[src/rtl/rst_cause_pkg.sv]
package rst_cause_pkg;
    localparam int FLAG_W   = 8;
    localparam int POS_POR  = 7;
    localparam int POS_PIN  = 6;
    localparam int POS_WDOG = 5;
    localparam int POS_ILOP = 4;
    localparam int POS_ILAD = 3;
    localparam int POS_LVD  = 1;

    localparam logic [FLAG_W-1:0] POR_PATTERN =
        (FLAG_W'(1) << POS_POR) | (FLAG_W'(1) << POS_LVD);

    typedef enum logic [1:0] {
        ST_HOLD    = 2'd0,
        ST_HOLD_WD = 2'd1,
        ST_RUN     = 2'd2,
        ST_BITE    = 2'd3
    } cause_state_e;

    typedef struct packed {
        logic por;
        logic pin;
        logic ilop;
        logic ilad;
        logic lvd;
        logic dbg;
    } src_t;
endpackage

[src/rtl/rst_cause_fsm.sv]
module rst_cause_fsm
    import rst_cause_pkg::*;
(
    input  logic clk_i,
    input  logic sys_rst_i,
    input  logic expire_i,
    output logic capture_o,
    output logic wd_cause_o,
    output logic run_o,
    output logic bite_o
);
    cause_state_e st_q, st_d;

    always_ff @(posedge clk_i) begin
        st_q <= st_d;
    end

    always_comb begin
        st_d = st_q;
        if (sys_rst_i) begin
            unique case (st_q)
                ST_BITE, ST_HOLD_WD: st_d = ST_HOLD_WD;
                ST_HOLD, ST_RUN:     st_d = ST_HOLD;
                default:             st_d = ST_HOLD;
            endcase
        end else begin
            unique case (st_q)
                ST_HOLD, ST_HOLD_WD: st_d = ST_RUN;
                ST_RUN:              st_d = expire_i ? ST_BITE : ST_RUN;
                ST_BITE:             st_d = ST_BITE;
                default:             st_d = ST_HOLD;
            endcase
        end
    end

    always_comb begin
        capture_o  = 1'b0;
        wd_cause_o = 1'b0;
        run_o      = 1'b0;
        bite_o     = 1'b0;
        unique case (st_q)
            ST_HOLD:    capture_o = !sys_rst_i;
            ST_HOLD_WD: begin
                capture_o  = !sys_rst_i;
                wd_cause_o = 1'b1;
            end
            ST_RUN:     run_o  = 1'b1;
            ST_BITE:    bite_o = 1'b1;
            default:    capture_o = 1'b0;
        endcase
    end

    // once expired, the request stays until reset
    assert_bite_sticky_R7: assert property (@(posedge clk_i) disable iff (sys_rst_i)
        bite_o |=> bite_o);

    // a capture is always followed by normal running
    assert_capture_to_run_R2: assert property (@(posedge clk_i) disable iff (sys_rst_i)
        capture_o |=> run_o);
endmodule

[src/rtl/rst_cause_wdog.sv]
module rst_cause_wdog #(
    parameter int WD_TERM = 16
) (
    input  logic clk_i,
    input  logic sys_rst_i,
    input  logic run_i,
    input  logic bite_i,
    input  logic wr_i,
    output logic svc_o,
    output logic expire_o
);
    localparam int CNT_W = $clog2(WD_TERM + 1);
    localparam logic [CNT_W-1:0] LAST = CNT_W'(WD_TERM - 1);

    logic [CNT_W-1:0] cnt_q;
    logic             svc_q;

    always_ff @(posedge clk_i) begin
        if (sys_rst_i) begin
            cnt_q <= '0;
            svc_q <= 1'b0;
        end else begin
            svc_q <= wr_i && run_i;
            if (!run_i || svc_q) cnt_q <= '0;
            else                 cnt_q <= cnt_q + 1'b1;
        end
    end

    assign svc_o    = svc_q;
    assign expire_o = run_i && !svc_q && (cnt_q == LAST);

    // a service pulse only follows a sampled write
    assert_svc_from_write_R6: assert property (@(posedge clk_i) disable iff (sys_rst_i)
        svc_q |-> $past(wr_i));

    // a service pulse empties the counter on the next edge
    assert_svc_clears_R7: assert property (@(posedge clk_i) disable iff (sys_rst_i)
        svc_q |=> (cnt_q == '0));

    // expiry only from the last count
    assert_bite_at_last_R7: assert property (@(posedge clk_i) disable iff (sys_rst_i)
        $rose(bite_i) |-> ($past(cnt_q) == LAST));
endmodule

[src/rtl/rst_cause_flags.sv]
module rst_cause_flags
    import rst_cause_pkg::*;
(
    input  logic              clk_i,
    input  logic              sys_rst_i,
    input  logic              capture_i,
    input  logic              wd_cause_i,
    input  src_t              src_i,
    output logic [FLAG_W-1:0] flags_o
);
    logic [FLAG_W-1:0] next_flags;
    logic [FLAG_W-1:0] flags_q;

    always_comb begin
        next_flags = '0;
        if (src_i.por) begin
            next_flags = POR_PATTERN;
        end else if (!src_i.dbg) begin
            next_flags[POS_PIN]  = src_i.pin;
            next_flags[POS_WDOG] = wd_cause_i;
            next_flags[POS_ILOP] = src_i.ilop;
            next_flags[POS_ILAD] = src_i.ilad;
            next_flags[POS_LVD]  = src_i.lvd;
        end
    end

    always_ff @(posedge clk_i) begin
        if (capture_i) flags_q <= next_flags;
    end

    assign flags_o = flags_q;

    assert_reserved_zero_R1: assert property (@(posedge clk_i) disable iff (sys_rst_i)
        !capture_i |-> (flags_q[2] == 1'b0 && flags_q[0] == 1'b0));

    assert_hold_R2: assert property (@(posedge clk_i) disable iff (sys_rst_i)
        !capture_i |=> $stable(flags_q));

    assert_por_pattern_R3: assert property (@(posedge clk_i) disable iff (sys_rst_i)
        (capture_i && src_i.por) |=> (flags_q == POR_PATTERN));

    assert_lvd_copy_R4: assert property (@(posedge clk_i) disable iff (sys_rst_i)
        (capture_i && !src_i.por && !src_i.dbg) |=> (flags_q[POS_LVD] == $past(src_i.lvd)));

    assert_debug_clear_R5: assert property (@(posedge clk_i) disable iff (sys_rst_i)
        (capture_i && src_i.dbg && !src_i.por) |=> (flags_q == '0));

    assert_wd_flag_R8: assert property (@(posedge clk_i) disable iff (sys_rst_i)
        (capture_i && !src_i.por && !src_i.dbg) |=> (flags_q[POS_WDOG] == $past(wd_cause_i)));
endmodule

[src/rtl/rst_cause_reg.sv]
module rst_cause_reg
    import rst_cause_pkg::*;
#(
    parameter int WD_TERM = 16
) (
    input  logic              clk_i,
    input  logic              sys_rst_i,
    input  logic              por_i,
    input  logic              pin_i,
    input  logic              ilop_i,
    input  logic              ilad_i,
    input  logic              lvd_i,
    input  logic              dbg_i,
    input  logic              wr_i,
    output logic [FLAG_W-1:0] flags_o,
    output logic              svc_o,
    output logic              wd_req_o
);
    logic capture, wd_cause, run, bite, expire;
    src_t src;

    assign src = '{por: por_i, pin: pin_i, ilop: ilop_i, ilad: ilad_i, lvd: lvd_i, dbg: dbg_i};

    rst_cause_fsm u_fsm (
        .clk_i      (clk_i),
        .sys_rst_i  (sys_rst_i),
        .expire_i   (expire),
        .capture_o  (capture),
        .wd_cause_o (wd_cause),
        .run_o      (run),
        .bite_o     (bite)
    );

    rst_cause_wdog #(.WD_TERM(WD_TERM)) u_wdog (
        .clk_i     (clk_i),
        .sys_rst_i (sys_rst_i),
        .run_i     (run),
        .bite_i    (bite),
        .wr_i      (wr_i),
        .svc_o     (svc_o),
        .expire_o  (expire)
    );

    rst_cause_flags u_flags (
        .clk_i      (clk_i),
        .sys_rst_i  (sys_rst_i),
        .capture_i  (capture),
        .wd_cause_i (wd_cause),
        .src_i      (src),
        .flags_o    (flags_o)
    );

    assign wd_req_o = bite;

    // a write never disturbs the captured flags
    assert_write_keeps_flags_R6: assert property (@(posedge clk_i) disable iff (sys_rst_i)
        (wr_i && !capture) |=> $stable(flags_o));
endmodule

[config.mk]
export PLATFORM = sky130hd
export DESIGN_NAME = rst_cause_reg
export DESIGN_NICKNAME = d
export VERILOG_FILES = /design/src/rtl/rst_cause_pkg.sv /design/src/rtl/rst_cause_fsm.sv /design/src/rtl/rst_cause_wdog.sv /design/src/rtl/rst_cause_flags.sv /design/src/rtl/rst_cause_reg.sv
export SDC_FILE = /design/constraint.sdc
export NUM_CORES = 1
export LEC_CHECK = 0
export BUFFER_PORTS_ARGS = -buffer_cell sky130_fd_sc_hd__buf_4
export CELL_PAD_IN_SITES_DETAIL_PLACEMENT = 1
export CELL_PAD_IN_SITES_GLOBAL_PLACEMENT = 2
export CORE_MARGIN = 10
export CORE_UTILIZATION = 28
export CTS_CLUSTER_DIAMETER = 80
export DETAILED_ROUTE_END_ITERATION = 16
export GPL_TIMING_DRIVEN = 0
export PLACE_DENSITY_LB_ADDON = 0.2
export SLEW_MARGIN = 20
export SYNTH_ARGS = -nofsm -noshare
export SYNTH_HDL_FRONTEND = slang
export SYNTH_SLANG_ARGS = --single-unit
[constraint.sdc]
create_clock -name clk_i -period 1.4 [get_ports clk_i]
set_input_delay 0 -clock clk_i [delete_from_list [all_inputs] [get_ports clk_i]]
set_output_delay 0 -clock clk_i [all_outputs]
set_load 0.03 [all_outputs]
==> Yosys cells after proc, flatten, opt, wreduce, memory -nomap -nowiden <==
Cells that the tools add are included.
{ "totals": {"reg_bits": 14, "in_bits": 9, "word_cells": 34, "output_inout_bits": 10} }
{ "op_classes": {"n_eq_ne": 4, "n_reduce_logical": 13, "n_addsub": 1, "muxes": 10} }
{ "ops": {"columns": ["cell", "n"], "rows": [
  ["$reduce_or 2->1", 5],
  ["$mux 1", 7],
  ["$pmux 2 s3", 1],
  ["$add 5x1->5 const B", 1],
  ["$eq 5x4->1 const B", 1],
  ["$eq 2x2->1 const B", 2],
  ["$pmux 2 s2", 1],
  ["$logic_and 1x1->1", 3],
  ["$logic_not 1->1", 3],
  ["$eq 2x1->1 const B", 1],
  ["$logic_not 2->1", 1],
  ["$mux 2", 1],
  ["$logic_or 1x1->1", 1]
]} }

==> Depth between registers and ports, before layout <==
{ "logic_depth": {"ltp_word": 7, "depth_mapped": 5, "depth_no_buf": 5} }

==> Cells and area by module <==
Synthesis repeated with hierarchy kept, for this count alone.
{ "hier_totals": {"cells_unflattened": 50, "hier_area_um2": 576.8} }
{ "by_module_without_submodules": {"columns": ["mod", "area_per_inst_um2", "cells_per_inst", "seq_area_each_um2", "n_inst"], "rows": [
  ["rst_cause_wdog", 244.0, 24, 120.1, 1],
  ["rst_cause_flags", 242.7, 16, 180.2, 1],
  ["rst_cause_fsm", 90.1, 10, 40.0, 1]
]} }

==> Worst setup path after synthesis <==
Ideal clock, no wire load.
{ "synth_timing": {"path_type": "register to register", "startpoint": "register u_wdog.cnt_q[0]", "endpoint": "register u_fsm.st_q[0]", "required_time_ns": 1.267, "path_stages_with_launch": 6, "setup_ns": 0.133, "synth_period_minus_slack_ns": 1.173, "path_buffers": 0, "arrival_ns": 1.039, "slack_ns": 0.227, "path_cell_list": "dfxtp_1 -> ha_1 -> and3_1 -> ha_1 -> a31oi_1 -> nor2_1"} }
{ "synth_between": {"elab_chain_len": 5} }
{ "synth_lines": {"columns": ["element", "line_no", "text"], "rows": [
  ["from (decl)", "rst_cause_wdog.sv:15", "logic [CNT_W-1:0] cnt_q;"],
  ["from (signal assigned)", "rst_cause_wdog.sv:25", "else cnt_q <= cnt_q + 1'b1;"],
  ["$eq 5x4->1", "rst_cause_wdog.sv:30", "assign expire_o = run_i && !svc_q && (cnt_q == LAST);"],
  ["$logic_and 1x1->1", "rst_cause_wdog.sv:30", null],
  ["$mux 1", "rst_cause_fsm.sv:29", "ST_RUN: st_d = expire_i ? ST_BITE : ST_RUN;"],
  ["$pmux 2 s3", "rst_cause_fsm.sv:27", "unique case (st_q)"],
  ["$mux 2", "rst_cause_fsm.sv:20", "if (sys_rst_i) begin"],
  ["via u_fsm.st_d[0]", "rst_cause_fsm.sv:12", "cause_state_e st_q, st_d;"],
  ["to (signal assigned)", "rst_cause_fsm.sv:15", "st_q <= st_d;"],
  ["to (decl)", "rst_cause_fsm.sv:12", null]
]} }
The timed path passes the listed nets, and every way through them passes these cells. The select of a mux whose other input is x is not followed.
A chain may end at the register's enable or synchronous reset.

==> Final worst setup path <==
Same ends and word-level chain as after synthesis.

==> flow_summary.yaml <==
clock_tree:
  cts_tree: "done"
  cts.sinks: 14
  cts_buffers: 3
  cts_setup_buffers: 0
  htreeDepth: 1
  clk_pin_slew_ns: 0.08
  cts_buffer_depth: 2
  clk_latency_ns: 0.28
  cts_root_buf: "clkbuf_4"
placed_design:
  pre_cts_slack_ns: 0.1503
  dp_cells: 88
  gp_congestion: 0.6887
  io_buffers: 16
  dp_hpwl_um: 855.8
timing:
  rsz0062_at_grt: "false"
  worstMarginPinSlew_ns: 0.5409
  fin_skew_ns: 0.006423
  maxSlewViolCount: 0
  hold_viol_final: 0
  holdWs_ns: 0.02675
  final.setup.tns_ns: 0
  finalWorstSetupSlack_ns: 0.1457
  finalSetupViolCount: 0
  fin_crit_sh_pct: 89.59
  slew_headroom_pct: 63.80
  fmax_mhz: 797.3
  finalCriticalPeriod_ns: 1.254
critical_path:
  critPathKind: "reg2reg"
  cp-endpoint: "u_fsm.st_q[0]"
  cp-startpoint: "u_wdog.cnt_q[0]"
  r2r-start: "u_wdog.cnt_q[0]"
  cp.arrival_ns: 1.40
  r2r-end: "u_fsm.st_q[0]"
  worst_setup_path_end_kind: "flip-flop"
  crit_path_max_fanout: 3
  critPathLaunchType: "flip-flop"
  r2r_slack_ns: 0.15
  reg2reg_depth: 5
  cp.required_ns: 1.55
yosys:
  yosys.area.top_type_share_pct: 33.49
  synth_common_cells: "dfxtp_1 (8), nor2_1 (8), edfxtp_1 (6)"
  synth-seq-area-share_pct: 63.26
  avgSynthCellArea_um2: 11.70
  netlist_area_um2: 538.0
  asyncSetResetFlopFracSynth_pct: 0
  ys_warn_count: 0
  synth-edff-count: 6
  synthFlopType: "dfxtp_1"
  synthCells: 46
  synth-seq-cells: 14
  synth_area_leaders: "edfxtp_1 (33%), dfxtp_1 (30%), nor2_1 (5.6%)"
  ys_types: 18
  synth_top_area_cell: "edfxtp_1"
power:
  combinationalPowerShare_pct: 12.1
  power_frac_clock_pct: 30.2
  swShare_pct: 23.64
  cellLeakagePower_nw: 0.3432
  peakVddDrop_mv: 0.4893
  p_int_mw: 0.5875
  powerDensity_mw_per_mm2: 987.0
  seq_power_share_pct: 57.7
  power.switching_mw: 0.1819
global_routing:
  grt_max_degree: 9
  grt_pass1_vias: 433
  grt_pass1_wl_um: 1994
  track_usage_pct: 6.292
  globalRouteOverflowTotal: 0
  antenna_found_initial: 0
floorplan:
  rows: 15
  die_area_mm2: 0.004075
  die_h_um: 63.84
  fp.coreArea_mm2: 0.001783
  die_w_um: 63.84
  start_util_pct: 30.18
  ios: 19
drt:
  vias_per_cell: 3.959
  top_layer: "met4"
  final_antenna_net_count: 0
  first_iter_violations: 8
  vias: 388
  wirelength_met1_um: 451
  detail_route.wl_per_cell_um: 11.65
  drt-pass1-iter-count: 3
  wl_um: 1142
  met3_length_um: 91
  dr_wl_met2_um: 590
  drc: 0
final_layout:
  area_growth_pct: 44.88
  final_cells: 98
  drive_above_1_share_pct: 32.88
  n_antenna_cell: 0
  n_fill_cell: 212
  fin_nets: 85
status:
  status: "completed"
hold_path:
  hold_path_class: "in2reg"
run:
  maxCapViolCount: 0
-- worst min-delay path by stage --
stage,from,endpoint,slack (ns),depth (start not counted)
floorplan,sys_rst_i,u_fsm.st_q[1],0.07,1
global placement,sys_rst_i,u_fsm.st_q[1],0.20,2
detailed placement,sys_rst_i,u_fsm.st_q[1],0.21,2
CTS,dbg_i,u_flags.flags_o[5],0.01,2
global route,dbg_i,u_flags.flags_o[5],0.02,2
finish,dbg_i,u_flags.flags_o[5],0.03,2
-- cell families after synthesis --
| kind of cell | synth area share, % |
|---|---|
| other | 0.6970 |
| and+or+nand+nor | 19.30 |
| AOI/OAI and AO/OA | 2.559 |
| buffers and inverters | 6.279 |
| xor gates and xnor gates | 3.256 |
| adders and majority gates | 4.650 |
| DFF | 63.25 |
-- placed cells by master (no fill, tap or decap), drive strengths merged --
cell type     n
edfxtp        6
and2          4
nand3         2
xor2          1
a31oi         1
inv           5
nor2          9
and4bb        1
nor4b         1
ha            2
a21o          1
and3          1
clkinv        1
xnor2         1
conb          2
buf          18
dlygate4sd3   6
dfxtp         8
clkbuf        3
-- critical path, stage by stage, from the launching register on --
cell     delay, ns
dfxtp_1       0.33
ha_1          0.22
and3_1        0.19
ha_1          0.18
a31oi_1       0.17
nor2_1        0.05
-- power groups by stage --
stage / clock [mW] / combinational, mW / sequential, mW
floorplan: 0 / 0.0290 / 0.469
global placement: 0 / 0.0800 / 0.453
detailed placement: 0 / 0.0810 / 0.454
CTS: 0.246 / 0.0951 / 0.444
global route: 0.273 / 0.103 / 0.446
finish: 0.232 / 0.0934 / 0.444
-- layout make-up --
cell class                 instances  area, µm²  area share (%)
buffer                             2      15.01           1.926
clock inverter                     1      3.754          0.4815
multi-input combinational         26      167.7           21.51
inverter                           5      18.77           2.408
clock buffer                       3      22.52           2.889
tap                               25      31.28           4.013
sequential                        14      340.3           43.66
timing repair buffer              22      180.2           23.11
-- through the flow --
| step | cell area (µm²) | power [mW] | utilization [%] |
|---|---|---|---|
| floorplan | 541.8 | 0.4975 | - |
| global placement | 693.2 | 0.5333 | 38.88 |
| detailed placement | 693.2 | 0.5346 | 38.88 |
| CTS | 779.5 | 0.7851 | 43.72 |
| global route | 779.5 | 0.8220 | 43.72 |
| finish | 779.5 | 0.7694 | 43.72 |
-- what timing repair did --
item                       CTS  global route
gates resized for setup      0             0
hold endpoints to repair     6             0
setup endpoints to repair    0             0
hold buffers                 6             0
-- per-layer routing --
layer | vias to the layer above | track usage [%]
met2 | 10 | 9.701
met3 | 2 | 2.962
li1 | 199 | -
met5 | - | 0
met4 | 0 | 4.918
met1 | 177 | 6.468
-- registers in the layout, summed over array words and instances (netlist names) --
register,cells
u_fsm.st_q,2
u_flags.flags_o,6
u_wdog.svc_o,1
u_wdog.cnt_q,5
No activity file was read; power rests on OpenSTA's default activity.
